===== config.mk =====
export PLATFORM = sky130hd
export DESIGN_NAME = buck_pwm_timer
export DESIGN_NICKNAME = d
export VERILOG_FILES = /design/src/rtl/bkp_pkg.sv /design/src/rtl/bkp_period_gen.sv /design/src/rtl/bkp_pulse_seq.sv /design/src/rtl/bkp_hiccup_ctl.sv /design/src/rtl/buck_pwm_timer.sv
export SDC_FILE = /design/constraint.sdc
export NUM_CORES = 1
export LEC_CHECK = 0
export BUFFER_PORTS_ARGS = -buffer_cell sky130_fd_sc_hd__clkbuf_2
export CAP_MARGIN = 10
export CORE_AREA = 2 2 74 76
export DETAILED_ROUTE_END_ITERATION = 10
export DIE_AREA = 0 0 76 78
export HOLD_SLACK_MARGIN = 0.03
export PLACE_DENSITY_LB_ADDON = 0.05
export SYNTH_ARGS = -nofsm -noshare
export SYNTH_HDL_FRONTEND = slang
export SYNTH_SLANG_ARGS = --single-unit

===== constraint.sdc =====
create_clock -name clk -period 6.7 [get_ports clk]
set_input_delay 0.67 -clock clk [delete_from_list [all_inputs] [get_ports clk]]
set_output_delay 0.67 -clock clk [all_outputs]
set_load 0.005 [all_outputs]

===== src/rtl/bkp_pkg.sv =====
package bkp_pkg;

   typedef enum logic [0:0] {
      HC_WATCH = 1'b0,
      HC_HOLD  = 1'b1
   } hc_state_e;

   // Bits needed to hold the value v (at least one).
   function automatic int unsigned bkp_bits(input int unsigned v);
      return (v < 2) ? 1 : $clog2(v + 1);
   endfunction

endpackage


===== src/rtl/bkp_period_gen.sv =====
module bkp_period_gen
   import bkp_pkg::*;
#(
   parameter int unsigned PERIOD   = 118,
   parameter int unsigned FOLD_DIV = 5,
   parameter int unsigned PW       = 10
) (
   input  logic          clk,
   input  logic          rst_n,
   input  logic          run,
   input  logic          fold_req,
   output logic          going,
   output logic [PW-1:0] ph,
   output logic [PW-1:0] len_q,
   output logic          last,
   output logic          new_per
);

   logic [PW-1:0] len_sel;

   generate
      if (FOLD_DIV == 1) begin : g_plain
         assign len_sel = PW'(PERIOD);
      end else begin : g_fold
         assign len_sel = fold_req ? PW'(PERIOD * FOLD_DIV) : PW'(PERIOD);
      end
   endgenerate

   assign last    = going && (ph == len_q - PW'(1));
   assign new_per = run && (!going || last);

   always_ff @(posedge clk or negedge rst_n) begin
      if (!rst_n) begin
         going <= 1'b0;
         ph    <= '0;
         len_q <= PW'(PERIOD);
      end else if (!run) begin
         going <= 1'b0;
         ph    <= '0;
      end else if (new_per) begin
         going <= 1'b1;
         ph    <= '0;
         len_q <= len_sel;
      end else begin
         ph    <= ph + PW'(1);
      end
   end

endmodule


===== src/rtl/bkp_pulse_seq.sv =====
module bkp_pulse_seq
   import bkp_pkg::*;
#(
   parameter int unsigned MIN_ON  = 9,
   parameter int unsigned MIN_OFF = 9,
   parameter int unsigned PW      = 10
) (
   input  logic          clk,
   input  logic          rst_n,
   input  logic          run,
   input  logic          new_per,
   input  logic [PW-1:0] ph,
   input  logic [PW-1:0] len_q,
   input  logic          trip,
   output logic          on_q,
   output logic          skip_q
);

   logic trip_lat;
   logic trip_any;
   logic on_done;
   logic cap_hit;
   logic end_now;

   assign trip_any = trip_lat || trip;
   assign on_done  = ph >= PW'(MIN_ON - 1);
   assign cap_hit  = ph == (len_q - PW'(MIN_OFF + 1));
   assign end_now  = on_q && ((trip_any && on_done) || cap_hit);

   always_ff @(posedge clk or negedge rst_n) begin
      if (!rst_n) begin
         on_q     <= 1'b0;
         skip_q   <= 1'b0;
         trip_lat <= 1'b0;
      end else if (!run) begin
         on_q     <= 1'b0;
         skip_q   <= 1'b0;
         trip_lat <= 1'b0;
      end else if (new_per) begin
         on_q     <= !trip;
         skip_q   <= trip;
         trip_lat <= 1'b0;
      end else begin
         skip_q <= 1'b0;
         if (end_now) begin
            on_q <= 1'b0;
         end
         if (on_q && trip) begin
            trip_lat <= 1'b1;
         end
      end
   end

endmodule


===== src/rtl/bkp_hiccup_ctl.sv =====
module bkp_hiccup_ctl
   import bkp_pkg::*;
#(
   parameter int unsigned OC_PERSIST = 4,
   parameter int unsigned HICCUP_CYC = 1600000
) (
   input  logic clk,
   input  logic rst_n,
   input  logic en,
   input  logic going,
   input  logic last,
   input  logic ilim,
   output logic hic_q,
   output logic hic_enter
);

   localparam int unsigned OCW = bkp_bits(OC_PERSIST);
   localparam int unsigned HW  = bkp_bits(HICCUP_CYC);

   hc_state_e      state;
   logic           oc_seen;
   logic           hit;
   logic [OCW-1:0] oc_cnt;
   logic [HW-1:0]  timer;

   assign hit       = oc_seen || ilim;
   assign hic_enter = (state == HC_WATCH) && en && going && last && hit &&
                      (oc_cnt == OCW'(OC_PERSIST - 1));
   assign hic_q     = (state == HC_HOLD);

   always_ff @(posedge clk or negedge rst_n) begin
      if (!rst_n) begin
         state   <= HC_WATCH;
         oc_seen <= 1'b0;
         oc_cnt  <= '0;
         timer   <= '0;
      end else if (!en) begin
         state   <= HC_WATCH;
         oc_seen <= 1'b0;
         oc_cnt  <= '0;
         timer   <= '0;
      end else begin
         case (state)
            HC_WATCH: begin
               if (going) begin
                  if (last) begin
                     oc_seen <= 1'b0;
                     if (hic_enter) begin
                        state  <= HC_HOLD;
                        timer  <= HW'(HICCUP_CYC - 1);
                        oc_cnt <= '0;
                     end else if (hit) begin
                        oc_cnt <= oc_cnt + OCW'(1);
                     end else begin
                        oc_cnt <= '0;
                     end
                  end else if (ilim) begin
                     oc_seen <= 1'b1;
                  end
               end
            end
            HC_HOLD: begin
               if (timer == '0) begin
                  state <= HC_WATCH;
               end else begin
                  timer <= timer - HW'(1);
               end
            end
            default: state <= HC_WATCH;
         endcase
      end
   end

endmodule


===== src/rtl/buck_pwm_timer.sv =====
module buck_pwm_timer
   import bkp_pkg::*;
#(
   parameter int unsigned PERIOD     = 118,
   parameter int unsigned MIN_ON     = 9,
   parameter int unsigned MIN_OFF    = 9,
   parameter int unsigned FOLD_DIV   = 5,
   parameter int unsigned OC_PERSIST = 4,
   parameter int unsigned HICCUP_CYC = 1600000
) (
   input  logic clk,
   input  logic rst_n,
   input  logic en,
   input  logic trip,
   input  logic fold_req,
   input  logic ilim,
   output logic gate,
   output logic cyc_start,
   output logic skip,
   output logic hiccup
);

   localparam int unsigned LEN_MAX = PERIOD * FOLD_DIV;
   localparam int unsigned PW      = bkp_bits(LEN_MAX);

   generate
      if (MIN_ON < 1 || MIN_OFF < 1) begin : g_bad_window
         $error("buck_pwm_timer: minimum windows must be at least one cycle");
      end
      if (MIN_ON + MIN_OFF >= PERIOD) begin : g_bad_period
         $error("buck_pwm_timer: PERIOD must exceed MIN_ON + MIN_OFF");
      end
      if (FOLD_DIV < 1) begin : g_bad_div
         $error("buck_pwm_timer: FOLD_DIV must be at least one");
      end
      if (OC_PERSIST < 1 || HICCUP_CYC < 1) begin : g_bad_hiccup
         $error("buck_pwm_timer: hiccup parameters must be at least one");
      end
   endgenerate

   logic          run;
   logic          going;
   logic [PW-1:0] ph;
   logic [PW-1:0] len_q;
   logic          last;
   logic          new_per;
   logic          on_q;
   logic          skip_q;
   logic          hic_q;
   logic          hic_enter;

   assign run = en && !hic_q && !hic_enter;

   bkp_period_gen #(
      .PERIOD   (PERIOD),
      .FOLD_DIV (FOLD_DIV),
      .PW       (PW)
   ) u_period (
      .clk      (clk),
      .rst_n    (rst_n),
      .run      (run),
      .fold_req (fold_req),
      .going    (going),
      .ph       (ph),
      .len_q    (len_q),
      .last     (last),
      .new_per  (new_per)
   );

   bkp_pulse_seq #(
      .MIN_ON  (MIN_ON),
      .MIN_OFF (MIN_OFF),
      .PW      (PW)
   ) u_pulse (
      .clk     (clk),
      .rst_n   (rst_n),
      .run     (run),
      .new_per (new_per),
      .ph      (ph),
      .len_q   (len_q),
      .trip    (trip),
      .on_q    (on_q),
      .skip_q  (skip_q)
   );

   bkp_hiccup_ctl #(
      .OC_PERSIST (OC_PERSIST),
      .HICCUP_CYC (HICCUP_CYC)
   ) u_hiccup (
      .clk       (clk),
      .rst_n     (rst_n),
      .en        (en),
      .going     (going),
      .last      (last),
      .ilim      (ilim),
      .hic_q     (hic_q),
      .hic_enter (hic_enter)
   );

   assign gate      = on_q && en && !hic_q;
   assign cyc_start = going && (ph == '0);
   assign skip      = skip_q;
   assign hiccup    = hic_q;

endmodule


# After elaboration in Yosys (flattened, before gate mapping)

Index checks and enable logic that the tools add are counted.

$add $sub $neg: 5
Magnitude comparators: 1
Mux-type cells: 36
Equal/unequal tests: 14
Reduce and logical (&&, ||, !) cells: 29
Bitwise gates (word level): 1

Operator list:

| operator                                               | count |
|---|---|
| 2-to-1 mux 21 bit                                      | 5 |
| case mux 21 bit (2 select lines)                       | 1 |
| 2-to-1 mux 10 bit                                      | 3 |
| logical NOT 21 bit                                     | 1 |
| subtractor 21 x 1 -> 21 bit (second input constant)    | 1 |
| equality test 10 bit                                   | 2 |
| 2-to-1 mux 1 bit                                       | 20 |
| 2-to-1 mux 3 bit                                       | 6 |
| logical AND 1 bit                                      | 15 |
| adder 10 x 1 -> 10 bit (second input constant)         | 1 |
| >= comparator 10 x 4 -> 1 bit (second input constant)  | 1 |
| logical NOT 10 bit                                     | 1 |
| subtractor 10 x 1 -> 10 bit (second input constant)    | 1 |
| subtractor 10 x 4 -> 10 bit (second input constant)    | 1 |
| inequality test 3 x 2 -> 1 bit (second input constant) | 3 |
| inequality test 3 bit (second input constant)          | 3 |
| AND reduction 3 bit                                    | 2 |
| logical NOT 1 bit                                      | 4 |
| logical OR 1 bit                                       | 4 |
| inequality test 2 x 1 -> 1 bit (second input constant) | 2 |
| inequality test 2 bit (second input constant)          | 2 |
| AND reduction 4 bit                                    | 1 |
| adder 3 x 1 -> 3 bit (second input constant)           | 1 |
| equality test 3 x 2 -> 1 bit (second input constant)   | 1 |
| other kinds (4)                                        | 4 |

Input port bits: 6
Logic and storage cells: 96
Flip-flop bits (word level): 50
Output and inout bits: 4

# Longest topological paths before layout

Depth after elaboration: 11
Gate-level depth with buffers: 9
Mapped depth without buffers: 7

# Cells and area by module

Synthesis repeated with hierarchy kept, for this count alone.

Cells, all modules: 320
Area total of the unflattened synthesis: 2922.8 µm²

Modules (own cells, without submodules):

| module         | sequential area each (µm²) | times used | cells each | area each (µm²) |
|---|---|---|---|---|
| bkp_hiccup_ctl | 650.6                      | 1          | 170        | 1601.5 |
| bkp_period_gen | 326.6                      | 1          | 81         | 793.3 |
| bkp_pulse_seq  | 75.1                       | 1          | 63         | 485.5 |
| buck_pwm_timer | 0.0                        | 1          | 6          | 42.5 |

# Worst setup path before layout

OpenSTA, ideal clock, no wires.

Kind: reg2reg
Start: register u_period.ph[7]
End: register u_hiccup.timer[8]
Required time: 6.565 ns
Setup time: 0.135 ns
Path buffers: 1
Data arrival time: 2.425 ns
Clock period less this slack: 2.560 ns
Cell stages (with the launch flop): 7
Setup slack: 4.140 ns
Cells stage by stage: dfrtp_1 or3b_1 or4b_4 or4_4 buf_6 a2111oi_2 o22ai_1

Cells in the longest elaborated chain, start to end: 7
Elaborated cells on any way between the ends: 8
Classes of those cells: eq/ne (3); reduce/logical (5)

RTL lines:

| item                                     | RTL line             | source |
|---|---|---|
| from (decl)                              | bkp_period_gen.sv:13 | `output logic [PW-1:0] ph,` |
| from (signal assigned)                   | bkp_period_gen.sv:45 | `ph <= ph + PW'(1);` |
| equality test 10 bit (*)                 | bkp_period_gen.sv:29 | `assign last = going && (ph == len_q - PW'(1));` |
| logical AND 1 bit (*)                    | bkp_period_gen.sv:29 |  |
| logical AND 1 bit (3 in a row)           | bkp_hiccup_ctl.sv:27 | `assign hic_enter = (state == HC_WATCH) && en && going && last && hit &&` |
| inequality test 3 bit (no source line)   | --                   |  |
| AND reduction 4 bit (no source line) (*) | --                   |  |
| to (signal assigned)                     | bkp_hiccup_ctl.sv:50 | `timer <= HW'(HICCUP_CYC - 1);` |
| to (signal assigned)                     | bkp_hiccup_ctl.sv:66 | `timer <= timer - HW'(1);` |
| to (decl)                                | bkp_hiccup_ctl.sv:24 | `logic [HW-1:0] timer;` |

Mark *: on every way between the ends. The rest lies on a longest branch, timed or not.
A chain may end at the register's enable or synchronous reset.

# Worst setup path after layout

Start: register u_period.ph[2]
End: register u_hiccup.timer[8]

Same word-level chain as after synthesis.

==> results.md <==
- Status: complete, no violations
- Clk Latency, worst-skew pair: 0.29 ns
- Rows: 26
- Sequential area share after synthesis: 0.429
- DRT iter0 DRCs: 94
- Critical Path Start: u_period.ph[2]
- Number of gates resized after CTS: 0
- Setup TNS: 0 ns
- Mux share of post-synthesis cell area: 0.00867
- PnR worst setup slack: 4.07 ns
- Chip width: 76 um
- Grt met1 use: 0.246
- Vias in the first global route: 1959
- Fin util: 0.526
- Remaining DRCs: 0
- Final period utilization: 0.393
- DR pass1 iterations: 4
- Most used flip-flop cell after synthesis: dfrtp_1
- Synth Register Bits: 42
- Initial Utilization: 0.486
- Die height: 78 um
- Die Area: 5930 um^2
- Crit Path Max Fanout: 10
- Largest family of logic cells by synthesized area: simple AND/OR/NAND/NOR gates
- Lkg Pwr: 1.23 nW
- Hold crit path type: reg -> reg
- Fmax: 380 MHz
- Max-cap violations: 0
- Critical R2R Launch: u_period.ph[2]
- Arr. time, crit path: 2.81 ns
- Fin area: 2650 um^2
- Initial antenna violation count: 0
- Fraction of the mapped netlist area in adder cells: 0.0459
- Total grt overflow: 0
- Worst Setup End Kind: register
- Layout cell share with drive strength beyond 1: 0.108
- CTS Hold Buffers Added: 0
- CTS buffer count: 5
- CTS Root Cell: clkbuf_8
- Final Hold Vio Count: 0
- H-tree Lvls: 2
- DP Area: 2540 um^2
- Detail Placement HPWL: 3.59 mm
- Max Clock Skew: 0.00539 ns
- Met2 usage: 0.330
- ANT nets after route: 0
- Most frequent cells in the layout: 41 x dfrtp_1, 26 x nand2_1, 24 x nor2_1
- Pre-CTS setup slack: 4.07 ns
- Dpl cells: 340
- Xor and xnor fraction of the mapped netlist area: 0.0607
- Cell variety after synth: 52
- Vias per Instance: 5.59
- Synth async-reset ratio: 1.00
- CP required: 6.88 ns
- Worst Max-Slew Pin Slew: 1.04 ns
- Maximum VDD drop: 0.000113 V
- Compound-Gate Fraction of Synth Area: 0.158
- Net Count, Synth: 286
- Final Setup Violations: 0
- EDFF count, synth: 0
- Port Buffer Count: 9
- WS Path Type: reg -> reg
- Critical path launch point type: register
- Syn Area/Cell: 9.05 um^2
- Post-Syn Instances: 271
- RSZ-0062 raised after global routing: no
- Layout area overhead: 8.06%
- Largest net degree at the start of global routing: 43
- Core area: 5040 um^2
- Pwr per Cell Area: 189 nW/um^2
- WL final: 5.05 mm
- Worst slew margin: 0.306
- # IOs: 10
- Post-Synth Simple-Gate Area: 0.249
- Busiest grt layer: met2
- GPL Wtd Cong: 0.814
- Worst Hold Launch: u_hiccup.oc_cnt[0]
- ANT cells: 0
- Met3 usage: 0.0326
- CTS tree: built
- Yosys warns: 0
- Post-CTS Setup Bufs: 0
- Worst-path clk slew: 0.09 ns
- Synth Cell Area: 2450 um^2
- Non-filler cells, final: 348
- Via Count: 1947
- GRT Resource Usage Total: 0.190
- Fin crit period: 2.63 ns
- First-pass GRT wire length: 9.18 mm
- Most common cell after layout, fill and taps aside: dfrtp_1
- Max-slew violation count: 0
- Routed WL per cell: 14.5 um
- Final #Nets: 292
- Clock sinks: 42
- Clock Tree Buf Depth: 2
==> logic make-up after synthesis <==
family	after synthesis
muxes	2
buffers and inverters	28
adders and majority gates	9
and+or+nand+nor	116
AOI/OAI and AO/OA	57
DFF	42
xor gates and xnor gates	17
==> flip-flops by register name (all words and copies together) (netlist names) <==
name	flops
u_hiccup.timer	21
u_period.ph	10
u_hiccup.oc_cnt	3
u_period.len_q	2
u_hiccup.hic_q	1
u_hiccup.oc_seen	1
u_period.going	1
u_pulse.on_q	1
u_pulse.skip_q	1
u_pulse.trip_lat	1
==> cell usage after synthesis (7+ instances only) <==
cell type | n | area (um^2)
dfrtp_1 | 41 | 1030
nand3_1 | 12 | 60.1
nand2_1 | 26 | 97.6
ha_1 | 9 | 113
or3_1 | 7 | 43.8
nor2_1 | 24 | 90.1
o21ai_0 | 12 | 60.1
clkbuf_1 | 10 | 37.5
a21oi_1 | 13 | 65.1
xor2_1 | 11 | 96.3
nor3_1 | 9 | 45.0
inv_1 | 15 | 56.3
==> area by class of cell <==
type                    instances  area (um^2)
multi-input cells             201         1280
clock buffers                   6         72.6
clock inverters                 2         37.5
fillers                       480         2390
flip-flops and latches         42         1050
repair buffers                 11         60.1
inverters                      16         60.1
well taps                      70         87.6
==> final timing paths <==
path / end / slack, ns / cells past startpoint
hold reg to reg: u_hiccup.oc_cnt[0] / 0.49 / 1
min in group asynchronous: u_period.ph[6] / 0.54 / 1
max in group asynchronous: u_hiccup.timer[1] / 5.52 / 1
setup / recovery: u_hiccup.timer[8] / 4.07 / 5
setup reg to reg: u_hiccup.timer[8] / 4.07 / 5
hold / removal: u_hiccup.oc_cnt[0] / 0.49 / 1
==> worst max-delay path: stages, from the launching register on <==
cell	delay, ns
dfrtp_1	0.43
or3b_1	0.39
or4b_4	0.56
or4_4	0.64
a2111oi_2	0.38
o22ai_1	0.10
==> metrics by stage <==
step	hold WS [ns]	total power, W
final	0.488	0.000501
after global placement	0.475	0.000303
after global routing	0.502	0.000523
after detailed placement	0.484	0.000303
after CTS	0.495	0.000504
after floorplan	0.374	0.000289
==> where the power goes <==
part,internal (W),total (W),switching (W),leakage [nW]
logic,0.0000134,0.0000353,0.0000219,0.608
clock network,0.000111,0.000203,0.0000920,0.0514
registers,0.000258,0.000262,0.00000430,0.575
total,0.000383,0.000501,0.000118,1.23
==> layer usage <==
| layer | up-vias | routed length, um |
|---|---|---|
| met1 | 933 | 2460 |
| met2 | 23 | 2440 |
| met4 | 0 | 32 |
| met3 | 4 | 124 |
| li1 | 987 | - |
| met5 | - | 0 |
(Power assumes the default switching activity.)
